## src/rtl/fpd_pkg.sv

```systemverilog
package fpd_pkg;
  localparam int SLOT_W = 4;
  localparam int NUM_SLOTS = 1 << SLOT_W;

  typedef struct packed {
    logic [3:0] slot_hi;
    logic       hit_even;
    logic [2:0] slot_lo;
  } fpd_cfg_t;

  localparam fpd_cfg_t CFG_RESET = 8'h7A;
endpackage

```

## src/rtl/fpd_sync_edge.sv

```systemverilog
module fpd_sync_edge #(
  parameter int STAGES = 2
) (
  input  logic clk,
  input  logic rst_n,
  input  logic raw_in,
  input  logic act_high,
  output logic start_pulse
);
  logic [STAGES-1:0] chain_q;
  logic              prev_q;
  logic              active;

  generate
    for (genvar i = 0; i < STAGES; i++) begin : g_stage
      if (i == 0) begin : g_first
        always_ff @(posedge clk or negedge rst_n) begin
          if (!rst_n) chain_q[0] <= 1'b0;
          else        chain_q[0] <= raw_in;
        end
      end else begin : g_next
        always_ff @(posedge clk or negedge rst_n) begin
          if (!rst_n) chain_q[i] <= 1'b0;
          else        chain_q[i] <= chain_q[i-1];
        end
      end
    end
  endgenerate

  assign active      = chain_q[STAGES-1] ^ ~act_high;
  assign start_pulse = active & ~prev_q;

  always_ff @(posedge clk or negedge rst_n) begin
    if (!rst_n) prev_q <= 1'b1;
    else        prev_q <= active;
  end

  // a start is a single-cycle pulse
  p_start_single_r9: assert property (@(posedge clk) disable iff (!rst_n)
    start_pulse |=> !start_pulse);
endmodule

```

## src/rtl/fpd_slot_timer.sv

```systemverilog
module fpd_slot_timer #(
  parameter int LINE_W = 12
) (
  input  logic                     clk,
  input  logic                     rst_n,
  input  logic                     line_start,
  output logic [fpd_pkg::SLOT_W-1:0] slot
);
  import fpd_pkg::*;
  localparam int SUB_W = LINE_W - SLOT_W;
  localparam logic [LINE_W-1:0] LINE_MAX = '1;
  localparam logic [SLOT_W-1:0] SLOT_MAX = '1;

  logic [LINE_W-1:0] line_q, line_d, period_q, period_d;
  logic [SUB_W-1:0]  sub_q, sub_d, len_m1;
  logic [SLOT_W-1:0] slot_q, slot_d;
  logic              period_en;

  always_comb begin
    len_m1 = (period_q[LINE_W-1:SLOT_W] == '0) ? '0
             : period_q[LINE_W-1:SLOT_W] - 1'b1;
  end

  always_comb begin
    period_en = line_start;
    period_d  = (line_q == LINE_MAX) ? LINE_MAX : line_q + 1'b1;
    if (line_start) begin
      line_d = '0;
      sub_d  = '0;
      slot_d = '0;
    end else begin
      line_d = (line_q == LINE_MAX) ? LINE_MAX : line_q + 1'b1;
      if (sub_q >= len_m1) begin
        sub_d  = '0;
        slot_d = (slot_q == SLOT_MAX) ? SLOT_MAX : slot_q + 1'b1;
      end else begin
        sub_d  = sub_q + 1'b1;
        slot_d = slot_q;
      end
    end
  end

  always_ff @(posedge clk or negedge rst_n) begin
    if (!rst_n) begin
      line_q <= '0;
      sub_q  <= '0;
      slot_q <= '0;
    end else begin
      line_q <= line_d;
      sub_q  <= sub_d;
      slot_q <= slot_d;
    end
  end

  always_ff @(posedge clk or negedge rst_n) begin
    if (!rst_n)         period_q <= '0;
    else if (period_en) period_q <= period_d;
  end

  assign slot = slot_q;

  // every line restarts at slot 0
  p_slot_restart_r3: assert property (@(posedge clk) disable iff (!rst_n)
    line_start |=> (slot_q == '0));
  // slot counter stops at its top value within a line
  p_slot_sat_r4: assert property (@(posedge clk) disable iff (!rst_n)
    (slot_q == SLOT_MAX) && !line_start |=> (slot_q == SLOT_MAX));
  // slot never moves by more than one per clock
  p_slot_step_r3: assert property (@(posedge clk) disable iff (!rst_n)
    !line_start |=> (slot_q == $past(slot_q)) || (slot_q == $past(slot_q) + 1'b1));
endmodule

```

## src/rtl/fpd_field_decide.sv

```systemverilog
module fpd_field_decide (
  input  logic                       clk,
  input  logic                       rst_n,
  input  logic                       vs_start,
  input  logic [fpd_pkg::SLOT_W-1:0] slot,
  input  fpd_pkg::fpd_cfg_t          cfg,
  output logic                       field_even
);
  logic in_win, flag_d, flag_q, flag_en;

  always_comb begin
    in_win  = ({1'b0, cfg.slot_lo} < slot) && (slot < cfg.slot_hi);
    flag_en = vs_start;
    flag_d  = in_win ? cfg.hit_even : ~cfg.hit_even;
  end

  always_ff @(posedge clk or negedge rst_n) begin
    if (!rst_n)       flag_q <= 1'b0;
    else if (flag_en) flag_q <= flag_d;
  end

  assign field_even = flag_q;

  // flag holds between vertical sync starts
  p_flag_hold_r9: assert property (@(posedge clk) disable iff (!rst_n)
    !vs_start |=> $stable(flag_q));
  // edge strictly inside window gives the sense bit
  p_hit_sense_r6: assert property (@(posedge clk) disable iff (!rst_n)
    vs_start && (slot > {1'b0, cfg.slot_lo}) && (slot < cfg.slot_hi)
      |=> (flag_q == $past(cfg.hit_even)));
  // edge on the lower bound is outside
  p_on_low_bound_r7: assert property (@(posedge clk) disable iff (!rst_n)
    vs_start && (slot == {1'b0, cfg.slot_lo}) |=> (flag_q != $past(cfg.hit_even)));
endmodule

```

## src/rtl/field_parity_detector.sv

```systemverilog
module field_parity_detector #(
  parameter int SYNC_STAGES = 2,
  parameter int LINE_W      = 12
) (
  input  logic       clk,
  input  logic       rst_n,
  input  logic       hsync_raw,
  input  logic       vsync_raw,
  input  logic       hs_act_high,
  input  logic       vs_act_high,
  input  logic       cfg_wr,
  input  logic [7:0] cfg_wdata,
  output logic       field_even
);
  import fpd_pkg::*;

  logic [1:0]        rst_pipe_q;
  logic              rst_int_n;
  logic              hs_start, vs_start;
  logic [SLOT_W-1:0] slot;
  fpd_cfg_t          cfg_q, cfg_d;
  logic              cfg_en;

  always_ff @(posedge clk or negedge rst_n) begin
    if (!rst_n) rst_pipe_q <= 2'b00;
    else        rst_pipe_q <= {rst_pipe_q[0], 1'b1};
  end
  assign rst_int_n = rst_pipe_q[1];

  always_comb begin
    cfg_en = cfg_wr;
    cfg_d  = fpd_cfg_t'(cfg_wdata);
  end

  always_ff @(posedge clk or negedge rst_int_n) begin
    if (!rst_int_n)  cfg_q <= CFG_RESET;
    else if (cfg_en) cfg_q <= cfg_d;
  end

  fpd_sync_edge #(.STAGES(SYNC_STAGES)) u_hs (
    .clk(clk), .rst_n(rst_int_n), .raw_in(hsync_raw),
    .act_high(hs_act_high), .start_pulse(hs_start));

  fpd_sync_edge #(.STAGES(SYNC_STAGES)) u_vs (
    .clk(clk), .rst_n(rst_int_n), .raw_in(vsync_raw),
    .act_high(vs_act_high), .start_pulse(vs_start));

  fpd_slot_timer #(.LINE_W(LINE_W)) u_timer (
    .clk(clk), .rst_n(rst_int_n), .line_start(hs_start), .slot(slot));

  fpd_field_decide u_decide (
    .clk(clk), .rst_n(rst_int_n), .vs_start(vs_start), .slot(slot),
    .cfg(cfg_q), .field_even(field_even));

  // a write lands in the register on the next clock
  p_cfg_write_r1: assert property (@(posedge clk) disable iff (!rst_int_n)
    cfg_wr |=> (cfg_q == $past(cfg_wdata)));
  // without a write the register keeps its value
  p_cfg_hold_r1: assert property (@(posedge clk) disable iff (!rst_int_n)
    !cfg_wr |=> $stable(cfg_q));
endmodule

```

## config.mk

```make
export PLATFORM = sky130hd
export DESIGN_NAME = field_parity_detector
export DESIGN_NICKNAME = d
export VERILOG_FILES = /design/src/rtl/fpd_pkg.sv /design/src/rtl/fpd_sync_edge.sv /design/src/rtl/fpd_slot_timer.sv /design/src/rtl/fpd_field_decide.sv /design/src/rtl/field_parity_detector.sv
export SDC_FILE = /design/constraint.sdc
export NUM_CORES = 1
export LEC_CHECK = 0
export ABC_AREA = 1
export BUFFER_PORTS_ARGS = -buffer_cell sky130_fd_sc_hd__buf_4
export CAP_MARGIN = 15
export CORE_MARGIN = 8
export CORE_UTILIZATION = 35
export DETAILED_ROUTE_END_ITERATION = 7
export PLACE_DENSITY_LB_ADDON = 0.15
export RECOVER_POWER = 25
export SLEW_MARGIN = 20
export SYNTH_ARGS = -nofsm -noshare
export SYNTH_HDL_FRONTEND = slang
export SYNTH_SLANG_ARGS = --single-unit
```

## constraint.sdc

```tcl
create_clock -name clk -period 3.6 [get_ports clk]
set_input_delay 0.72 -clock clk [delete_from_list [all_inputs] [get_ports clk]]
set_output_delay 0.72 -clock clk [all_outputs]
set_load 0.1 [all_outputs]
```

After elaboration in Yosys (flattened, before gate mapping)
Index checks and enable logic that the tools add are counted.
- register bits after elaboration: 53
- bits of input ports: 15
- output and inout bits: 1
- word-level logic and storage cells: 45
- add/subtract/negate cells: 4
- $lt $le $gt $ge: 3
- equality and inequality tests: 2
- muxes and demuxes: 9
- bitwise gates (word level): 9
- reductions and logical operators: 3
- operators with widths (kind ; count):
    $mux 12 ; 2
    $mux 8 ; 3
    $add 12x1->12 const B ; 1
    $eq 12x12->1 const B ; 1
    $mux 4 ; 3
    $add 8x1->8 const B ; 1
    $ge 8x8->1 ; 1
    $logic_not 8->1 ; 1
    $sub 8x1->8 const B ; 1
    $not 1->1 ; 5
    $add 4x1->4 const B ; 1
    $eq 4x4->1 const B ; 1
    $lt 3x4->1 ; 1
    $lt 4x4->1 ; 1
    $and 1x1->1 ; 2
    $reduce_bool 2->1 ; 1
    $xor 1x1->1 ; 2
    $logic_and 1x1->1 ; 1
    $mux 1 ; 1

Longest topological paths before layout
Gate-level depths: netlist of the first run.
- depth in word-level cells: 5
- gate-level depth with buffers: 16
- mapped depth without buffers: 16

Modules after synthesis
Synthesis of the first run repeated with hierarchy kept, for this count alone.
- cell total of the unflattened synthesis: 358
- area total of the unflattened synthesis: 2811.4 µm²
- modules (own cells, without submodules) (module ; instances ; cells each ; area each (µm²) ; sequential area each (µm²)):
    fpd_slot_timer ; 1 ; 263 ; 1988.2 ; 800.8
    field_parity_detector ; 1 ; 37 ; 365.4 ; 256.5
    fpd_field_decide ; 1 ; 38 ; 242.7 ; 25.0
    fpd_sync_edge ; 2 ; 10 ; 107.6 ; 76.3

Worst setup path after synthesis of the first run
Ideal clock, no wire load.
- path type: register to register
- from: register u_timer.period_q[4]
- to: register u_timer.slot_q[0], in the netlist u_timer.slot[0]
- library setup time: 0.117 ns
- arrival: 2.124 ns
- required time: 3.483 ns
- setup slack: 1.359 ns
- stages on the path, launching flop included: 17
- buffers on the path: 0
- period minus slack after synthesis: 2.241 ns
- cells stage by stage: dfrtp_1 -> inv_1 -> ha_1 -> nand3_1 -> inv_1 -> nand4_4 -> inv_1 -> or2_2 -> ha_1 -> inv_1 -> a21oi_1 -> o21bai_1 -> nand2_1 -> nand2_1 -> nand2_4 -> nand2_1 -> nand2_1
- cells in the longest elaborated chain, start to end: 4
- elaborated cells between the ends (all ways): 5
- classes of those cells: add/sub (1); order compare (1); mux (1); reduce/logical (2)
- RTL lines (element ; RTL line ; RTL):
    start, declared ; fpd_slot_timer.sv:14 ; logic [LINE_W-1:0] line_q, line_d, period_q, period_d;
    start signal, assigned ; fpd_slot_timer.sv:57 ; else if (period_en) period_q <= period_d;
    $sub 8x1->8 or $logic_not 8->1 (tied branches) ; fpd_slot_timer.sv:21, fpd_slot_timer.sv:20 ;
    $mux 8 * ; fpd_slot_timer.sv:20 ; len_m1 = (period_q[LINE_W-1:SLOT_W] == '0) ? '0
    $ge 8x8->1 * ; fpd_slot_timer.sv:33 ; if (sub_q >= len_m1) begin
    $reduce_bool 2->1 (no line) * ; n/a ;
    end signal, assigned ; fpd_slot_timer.sv:51 ; slot_q <= slot_d;
    end, declared ; fpd_slot_timer.sv:16 ; logic [SLOT_W-1:0] slot_q, slot_d;
Every way passes the cells marked *; elsewhere a longest branch is shown, timed or not.
A chain may end at the register's enable or synchronous reset.

Final worst setup path of the first run
- from: register u_timer.period_q[4]
- to: register u_timer.slot_q[2], in the netlist u_timer.slot[2]
The elaborated chain is that of the path after synthesis.

==> flow_summary.toml, run 1 <==
[outcome]
status = "finished, violations left"
violations = "max-capacitance violations, max-slew violations"

[clocking]
cts_tree = "yes"
cts-buffers-inserted = 5
root_buffer = "clkbuf_8"
clock_latency_ns = 0.31
clock-sinks = 49
clockBufferDepth = 2
clk_pin_slew_ns = 0.10
htree_levels = 2
cts_setup_buffers = 0
cts_hold_buffers = 0
cts_resized = 0

[yosys]
yosysTopAreaCell = "dfrtp_1"
yosys.area_share.simple_pct = 26.4
synthMostInstantiatedCell = "nand2_1"
synth_xor_area_share_pct = 3.19
synth_area_leaders = "dfrtp_1 38%, nand2_1 11%, ha_1 7.7%"
synth_edf_count = 0
yosysWarnings = 0
synth_adder_area_share_pct = 7.74
syn_nets = 357
synth_top_area_share_pct = 38.3
synth_ff_type = "dfrtp_1"
yosysUniqueCellTypes = 37
ys_top_cells_by_count = "80 x nand2_1, 48 x inv_1, 42 x dfrtp_1"
netlist_instances = 325
synth_compound_area_share_pct = 7.97
synth_top_family_by_area = "simple AND/OR/NAND/NOR gates"
synth-seq-cells = 49
syn_area_per_cell_um2 = 8.45
synth_seq_area_share_pct = 45.0
synth_area_um2 = 2750
muxShareOfSynthArea_pct = 1.64
async_flop_share_pct = 100

[placement]
dp.cells = 438
routabilityCongestion = 0.769
hpwl_um = 3850
place_ws_ns = 1.10
portBuffers = 15

[power_and_ir_drop]
power_leakage_nw = 1.51
power_density_nw_per_um2 = 481
vdd_drop_max_mv = 0.193

[critical_path]
worstPathArrival_ns = 2.69
slowest_stage = "dfrtp_1"
cp_max_fo = 9
setup.worst_path.class = "flip-flop to flip-flop"
cp-end-kind = "flip-flop"
timing.rr.end = "u_timer.slot[2]$_DFFE_PN0P_"
critPathMaxStageDelay_ns = 0.38
startpoint = "u_timer.period_q[4]$_DFFE_PN0P_"
r2r_setup_slack_ns = 1.12
critPathRequiredTime_ns = 3.81
endpoint = "u_timer.slot[2]$_DFFE_PN0P_"
path_cells = "inv_1 -> ha_1 -> nand3_1 -> inv_1 -> nand4_4 -> inv_1 -> or2_2 -> ha_1 -> inv_1 -> a21oi_1 -> o21bai_1 -> nand2_1 -> nand2_1 -> nand2_4 -> nand2_1 -> nand2_1"
r2r_start = "u_timer.period_q[4]$_DFFE_PN0P_"
rr_worst_depth = 16
cp-start-kind = "flip-flop"

[floorplanning]
die_h_um = 105
die_w_um = 105
dieArea_um2 = 10900
core_um2 = 7650
io_pins = 16
start_util_pct = 35.9
num_rows = 32

[drt]
drt_iter0_drc = 97
drtAntennaViolNets = 0
drt-total-wl_um = 5160
viasPerCell = 4.56
drc_errors = 0
routedWlPerCell_um = 11.6
dr.pass1.iters = 7
route.vias.total = 2032

[final_layout]
syn_to_final_growth_pct = 10.7
fin_nets = 375
nFillCells = 764
antenna_cells = 0
fin_cells = 446
layout-drive-gt1-share_pct = 14.5

[timing]
maxSlewHeadroom_pct = -23.6
whs_ns = 0.173
hold_viol = 0
skew_ns = 0.00695
fmax_mhz = 402
layout_setup_ws_ns = 1.12
fin_crit_sh_pct = 69.0
maxSlewViolCount = 48
worst_slew_pin_slew_ns = 1.85
setup_viol = 0
tns_ns = 0
rsz0062_at_grt = "false"
finalCriticalPeriod_ns = 2.48

[grt]
antenna_found_initial = 0
grt_pass1_wl_um = 9410
grt_max_degree = 48
grt_pass1_vias = 2065
grt-ovfl-total = 0
grt_usage_pct = 10.3

[hold_path]
hp-class = "input port to async pin"

[run]
max_cap_violations = 1
==> cell families after synthesis <==
kind of cell / count (synthesis)
buf+inv: 54
flops: 49
compound gates: 35
simple gates: 155
xor+xnor: 10
mux: 4
fa+ha+maj: 17
other cells: 1
==> how the worst min path moves through the flow <==
stage	slack [ns]	cells past startpoint	from	endpoint
after global placement	0.33	0	rst_pipe_q[0]$_DFF_PN0_	rst_pipe_q[1]$_DFF_PN0_
after floorplan	0.33	0	rst_pipe_q[0]$_DFF_PN0_	rst_pipe_q[1]$_DFF_PN0_
after detailed placement	0.34	0	u_hs.chain_q[0]$_DFF_PN0_	u_hs.chain_q[1]$_DFF_PN0_
final	0.17	1	rst_n	rst_pipe_q[1]$_DFF_PN0_
after CTS	0.15	1	rst_n	rst_pipe_q[1]$_DFF_PN0_
after global routing	0.16	1	rst_n	rst_pipe_q[1]$_DFF_PN0_
==> per-stage QoR <==
stage / util, % / cell area (µm²) / total power [mW]
CTS: 39.9 / 3050 / 1.49
detailed placement: 38.7 / 2960 / 1.14
global route: 39.8 / 3040 / 1.60
floorplan: - / 2750 / 1.03
global placement: 38.7 / 2960 / 1.13
finish: 39.8 / 3040 / 1.46
==> cell usage in the layout (no fill, tap or decap), drive strengths merged, types with 2 or more instances in the layout <==
| cell type | netlist | routed |
|---|---|---|
| a21oi | 15 | 15 |
| dfrtp | 42 | 42 |
| ha | 17 | 17 |
| buf | 3 | 11 |
| xnor2 | 2 | 2 |
| dfstp | 7 | 7 |
| nand2 | 82 | 82 |
| mux2 | 4 | 4 |
| xor2 | 8 | 8 |
| nor2 | 26 | 26 |
| clkbuf | 1 | 9 |
| or2 | 3 | 3 |
| nor3 | 4 | 4 |
| nand3 | 31 | 31 |
| inv | 50 | 51 |
| o21ai | 17 | 17 |
| nand4 | 7 | 7 |
==> per-layer routing <==
layer  global-route usage [%]  vias up  share of wire, %
li1                         -     1075                 -
met1                     13.3      936                50
met2                     16.4       19                47
met3                     2.21        2               2.4
met4                     3.98        0              0.70
met5                        0        -                 0
==> power breakdown <==
part	switching (mW)	internal (mW)	total (mW)	leakage [nW]
combinational	0.279	0.154	0.433	0.836
clock	0.198	0.141	0.339	0.0447
sequential	0.0730	0.618	0.691	0.628
total	0.550	0.913	1.46	1.51
==> layout make-up <==
class                      count  area [µm²]  area share (%)
multi-input combinational    222        1290            42.5
sequential                    49        1230            40.6
clock inverter                 3        25.0           0.823
tap                          102         128            4.20
inverter                      50         188            6.17
clock buffer                   5        68.8            2.26
timing repair buffer          15         105            3.46
==> critical path, delay by kind of cell (launching register included) <==
family | cells | cell delay, ns
buffers and inverters | 4 | 0.30
DFF | 1 | 0.38
adders and majority gates | 2 | 0.50
AOI/OAI and AO/OA | 2 | 0.14
and+or+nand+nor | 8 | 1.06
==> sequential cells by signal, summed over array words and instances (netlist names) <==
register	count
u_timer.line_q	12
cfg_q	8
u_timer.period_q	8
u_timer.sub_q	8
u_timer.slot	4
rst_pipe_q	2
u_hs.chain_q	2
u_vs.chain_q	2
u_decide.field_even	1
u_hs.prev_q	1
u_vs.prev_q	1
Note: power is estimated with default switching activity, not from simulation.
==> run 2: changes to the inputs <==
==> constraint.sdc (replaced) <==
create_clock -name clk -period 2.32 [get_ports clk]
set_input_delay 0.464 -clock clk [delete_from_list [all_inputs] [get_ports clk]]
set_output_delay 0.464 -clock clk [all_outputs]
set_load 0.1 [all_outputs]
==> flow_summary.toml, run 2 (synthesized netlist as in run 1, its figures left out) <==
[floorplanning]
die_h_um = 105
dieArea_um2 = 10900
start_util_pct = 35.9
num_rows = 32
die_w_um = 105
core_um2 = 7650
io_pins = 16

[final_layout]
fin_nets = 394
final_util_pct = 43.0
nFillCells = 773
layout-drive-gt1-share_pct = 21.8
final-seq-area_um2 = 1230
syn_to_final_growth_pct = 19.7
largest_register_ff_count = 12
antenna_cells = 0
final_cell_mix = "76 x nand2_1, 46 x inv_1, 42 x dfrtp_1, 29 x nand3_1, 27 x buf_4"
final_common_cell = "nand2_1"
regMostFlops = "u_timer.line_q"
multi_input_area_um2 = 1360

[timing]
fin_crit_sh_pct = 96.1
worst_slew_pin_slew_ns = 0.994
maxSlewHeadroom_pct = 33.7
setup_viol = 0
hold_viol = 0
tns_ns = 0
rsz0062_at_grt = "true"
fmax_mhz = 448
maxSlewViolCount = 0
finalCriticalPeriod_ns = 2.23
skew_ns = 0.00611

[power_and_ir_drop]
power_density_nw_per_um2 = 805
power_leakage_nw = 1.64
vdd_drop_max_mv = 0.372

[critical_path]
cp.depth = 16
critPathMaxStageDelay_ns = 0.39
rr_worst_depth = 16
critPathRequiredTime_ns = 2.53
cp-end-kind = "flip-flop"
cp_top_family = "simple AND/OR/NAND/NOR gates"
cp_max_fo = 5
cp-start-kind = "flip-flop"
r2r_setup_slack_ns = 0.09
critPathBufInv = 4
slowest_stage = "dfrtp_1"
worstPathArrival_ns = 2.44
path_cells = "inv_2 -> ha_2 -> nand3_2 -> inv_2 -> nand4_4 -> inv_1 -> or2_2 -> ha_1 -> inv_1 -> a21oi_1 -> o21bai_1 -> nand2_2 -> nand2_4 -> nand2_8 -> nand2_1 -> nand2_1"
r2r_start = "u_timer.period_q[5]$_DFFE_PN0P_"
timing.rr.end = "u_timer.slot[1]$_DFFE_PN0P_"
setup.worst_path.class = "flip-flop to flip-flop"

[drt]
drt_iter0_drc = 67
dr.pass1.iters = 4
route.vias.total = 2118
drtAntennaViolNets = 0
drt-total-wl_um = 5470
viasPerCell = 4.55
routedWlPerCell_um = 11.8
drc_errors = 0

[clocking]
clk_pin_slew_ns = 0.10
clock-sinks = 49
cts_tree = "yes"
htree_levels = 2
cts-buffers-inserted = 5
clockBufferDepth = 2
root_buffer = "clkbuf_8"
clock_latency_ns = 0.30

[hold_path]
hold-path-endpoint = "u_vs.chain_q[0]$_DFF_PN0_"
hold_depth = 1
hold_start = "vsync_raw"
hp-class = "input port to flip-flop"

[outcome]
status = "complete, no violations"

[run]
max_cap_violations = 0

[grt]
antenna_found_initial = 0
grt_usage_pct = 10.7
grt_max_degree = 26
grt_pass1_wl_um = 9960
grt_pass1_vias = 2260
grt-ovfl-total = 0

[placement]
routabilityCongestion = 0.750
hpwl_um = 4010
portBuffers = 15
## run 2: cell types whose count changed in the layout (fill, tap and decap cells not counted), sizes merged
cell and change:
clkbuf -1, clkinvlp -1, bufinv +2, nand2 +2, dlygate4sd3 +1, buf +17, clkinv -1
## run 2: worst max path at each step
stage | slack, ns | end | from
global placement | 0.02 | u_timer.slot[3]$_DFFE_PN0P_ | u_timer.period_q[5]$_DFFE_PN0P_
detailed placement | -0.1 | u_timer.slot[3]$_DFFE_PN0P_ | u_timer.period_q[4]$_DFFE_PN0P_
floorplan | 0.08 | u_timer.slot[0]$_DFFE_PN0P_ | u_timer.period_q[4]$_DFFE_PN0P_
global route | -0.05 | u_timer.slot[2]$_DFFE_PN0P_ | u_timer.period_q[5]$_DFFE_PN0P_
finish | 0.09 | u_timer.slot[1]$_DFFE_PN0P_ | u_timer.period_q[5]$_DFFE_PN0P_
CTS | 0.0003 | u_timer.slot[3]$_DFFE_PN0P_ | u_timer.period_q[4]$_DFFE_PN0P_
## run 2: cell type report
type                            count  share of cell area (%)
Sequential cell                    49                    37.6
Clock buffer                        5                    2.09
Inverter                           50                    5.71
Clock inverter                      3                    2.09
Timing Repair Buffer               32                    7.38
Tap cell                          102                    3.88
Multi-Input combinational cell    224                    41.3
## run 2: routing by layer
metal  vias to the layer above  routed length, µm  share of wire, %  GRT usage (%)
met5                         -                  0                 0              0
met4                         0                 65               1.2           3.67
met3                         6                 89               1.6           2.09
met2                        14               2600                48           17.6
met1                       983               2710                50           13.8
li1                       1115                  -                 -              -
## run 2: what timing repair did
| action | in CTS | in global routing |
|---|---|---|
| setup buffers | 0 | 4 |
| cloned | 0 | 2 |
| endpoints found under the setup margin | 11 | 12 |
| resized for setup | 1 | 15 |
| hold buffers | 1 | 0 |
| pin swaps | 0 | 5 |
| endpoints found under the hold margin | 2 | 0 |
## run 2: power by group
group	total, mW	leakage, nW	internal, mW	switching (mW)
logic	0.836	0.947	0.323	0.513
registers	1.06	0.627	0.958	0.106
clock network	0.746	0.0687	0.434	0.312
## run 2: through the flow
stage / hold slack [ns] / instance area (µm²) / setup slack, ns / total power, mW / std cells
6_report: 0.281 / 3290 / 0.0895 / 2.65 / 465
5_1_grt: 0.257 / 3290 / -0.0500 / 2.84 / 465
4_1_cts: 0.246 / 3200 / 0.000251 / 2.57 / 459
3_5_place_dp: 0.247 / 3050 / -0.0990 / 1.80 / 450
3_3_place_gp: 0.247 / 3050 / 0.0216 / 1.78 / 450
2_1_floorplan: 0.168 / 2750 / 0.0791 / 1.60 / 325
## run 2: worst reg2reg max path, delay by kind of cell (launching register included)
kind                     cells  cell delay, ns
AO/OA/AOI/OAI                2            0.21
adder cells (fa/ha/maj)      2            0.45
buffers and inverters        4            0.22
flip-flops                   1            0.39
AND/OR/NAND/NOR              8            0.86
==> run 3: changes to the inputs <==
--- a/config.mk
+++ b/config.mk
@@ -8,10 +8,11 @@
 export ABC_AREA = 1
 export BUFFER_PORTS_ARGS = -buffer_cell sky130_fd_sc_hd__buf_4
 export CAP_MARGIN = 15
+export CORE_ASPECT_RATIO = 1.1
 export CORE_MARGIN = 8
 export CORE_UTILIZATION = 35
 export DETAILED_ROUTE_END_ITERATION = 7
-export PLACE_DENSITY_LB_ADDON = 0.15
+export PLACE_DENSITY_LB_ADDON = 0.25
 export RECOVER_POWER = 25
 export SLEW_MARGIN = 20
 export SYNTH_ARGS = -nofsm -noshare
==> flow_summary.toml, run 3 (synthesized netlist as in run 1, its figures left out) <==
[critical_path]
r2r_start = "u_timer.period_q[5]$_DFFE_PN0P_"
r2r_setup_slack_ns = 0.10
rr_worst_depth = 13
critPathMaxStageDelay_ns = 0.40
setup.worst_path.class = "flip-flop to flip-flop"
cp_max_fo = 4
timing.rr.end = "u_timer.slot[1]$_DFFE_PN0P_"
cp-start-kind = "flip-flop"
slowest_stage = "dfrtp_1"
cp-end-kind = "flip-flop"
critPathRequiredTime_ns = 2.51
path_cells = "buf_4 -> nor2_2 -> nand4_1 -> o21ai_1 -> nand3_1 -> ha_1 -> nand2_1 -> o21ai_2 -> nor2_4 -> buf_4 -> buf_6 -> nand3_1 -> nand2_1"
worstPathArrival_ns = 2.41

[timing]
skew_ns = 0.00994
hold_viol = 0
worst_slew_pin_slew_ns = 0.727
tns_ns = 0
fmax_mhz = 451
finalCriticalPeriod_ns = 2.22
maxSlewViolCount = 0
maxSlewHeadroom_pct = 51.5
setup_viol = 0
fin_crit_sh_pct = 95.7

[grt]
grt_max_degree = 32
grt_usage_pct = 10.9
antenna_found_initial = 0
grt_pass1_wl_um = 9850
grt_pass1_vias = 2264
grt-ovfl-total = 0

[hold_path]
hold_start = "hsync_raw"
hold-path-endpoint = "u_hs.chain_q[0]$_DFF_PN0_"
hp-class = "input port to flip-flop"
hold_depth = 1

[floorplanning]
start_util_pct = 35.3
core_um2 = 7780
io_pins = 16
die_w_um = 100
num_rows = 34
dieArea_um2 = 10900
die_h_um = 109

[placement]
portBuffers = 15
placed_cell_area_um2 = 3080
hpwl_um = 4020
routabilityCongestion = 0.769

[final_layout]
fin_nets = 396
final_common_cell = "nand2_1"
regMostFlops = "u_timer.line_q"
final_area_um2 = 3360
syn_to_final_growth_pct = 22.5
layout-drive-gt1-share_pct = 24.9
antenna_cells = 0
largest_register_ff_count = 12
final_util_pct = 43.2
final_cell_mix = "75 x nand2_1, 45 x inv_1, 42 x dfrtp_1, 29 x nand3_1, 27 x buf_4"

[clocking]
clock_latency_ns = 0.30
clk_pin_slew_ns = 0.10
cts-buffers-inserted = 5
htree_levels = 2
clockBufferDepth = 2
root_buffer = "clkbuf_8"
clock-sinks = 49
cts_tree = "yes"

[drt]
route.vias.total = 2191
drt_iter0_drc = 62
drt-total-wl_um = 5450
routedWlPerCell_um = 11.5
drtAntennaViolNets = 0
dr.pass1.iters = 4
drc_errors = 0
viasPerCell = 4.63

[power_and_ir_drop]
power_density_nw_per_um2 = 767
power_leakage_nw = 1.66
vdd_drop_max_mv = 0.668

[run]
max_cap_violations = 0

[outcome]
status = "complete, no violations"
-- run 3: worst max path at each step --
stage / startpoint / endpoint / slack (ns)
2_1_floorplan: u_timer.period_q[4]$_DFFE_PN0P_ / u_timer.slot[0]$_DFFE_PN0P_ / 0.08
3_3_place_gp: u_timer.period_q[4]$_DFFE_PN0P_ / u_timer.slot[1]$_DFFE_PN0P_ / 0.02
3_5_place_dp: u_timer.period_q[4]$_DFFE_PN0P_ / u_timer.slot[2]$_DFFE_PN0P_ / -0.06
4_1_cts: u_timer.period_q[5]$_DFFE_PN0P_ / u_timer.sub_q[3]$_DFF_PN0_ / 0.03
5_1_grt: u_timer.period_q[5]$_DFFE_PN0P_ / u_timer.slot[1]$_DFFE_PN0P_ / -0.06
6_report: u_timer.period_q[5]$_DFFE_PN0P_ / u_timer.slot[1]$_DFFE_PN0P_ / 0.10
-- run 3: what timing repair did --
item | 4_1_cts | 5_1_grt
pin swaps | 1 | 6
resized for setup | 5 | 24
setup endpoints to repair | 5 | 12
endpoints found under the hold margin | 2 | 0
hold buffers | 1 | 0
gates cloned | 0 | 2
setup buffers | 1 | 3
-- run 3: report_power, final --
part,total [mW],internal (mW),switching (mW),leakage [nW]
clock network,0.632,0.351,0.282,0.0574
registers,1.06,0.959,0.103,0.628
logic,0.886,0.343,0.544,0.975
total,2.58,1.65,0.928,1.66
-- run 3: routing by layer --
metal,vias to the layer above,track usage (%),wire [µm]
met5,-,0,0
met1,1041,12.5,2580
met3,4,1.98,93
li1,1121,-,-
met2,25,20.1,2730
met4,0,2.92,46
-- run 3: worst max-delay path: cells and delay by family (launching register included) --
family	cells	cell delay [ns]
buffers and inverters	3	0.39
AOI/OAI and AO/OA	2	0.32
and+or+nand+nor	7	0.67
adders and majority gates	1	0.31
DFF	1	0.40
-- run 3: cell type report --
type | count | area (µm²)
clock buffers | 6 | 82.6
clock inverters | 2 | 37.5
fillers | 768 | 4420
inverters | 50 | 188
multi-input cells | 224 | 1410
flip-flops and latches | 49 | 1230
well taps | 108 | 135
repair buffers | 34 | 274
-- run 3: per-stage QoR --
step	setup WS [ns]	std cells	hold slack (ns)	power [mW]
finish	0.101	473	0.294	2.58
detailed placement	-0.0558	458	0.209	1.82
CTS	0.0271	468	0.219	2.48
global route	-0.0557	473	0.279	2.79
global placement	0.0151	458	0.203	1.79
floorplan	0.0791	325	0.168	1.60
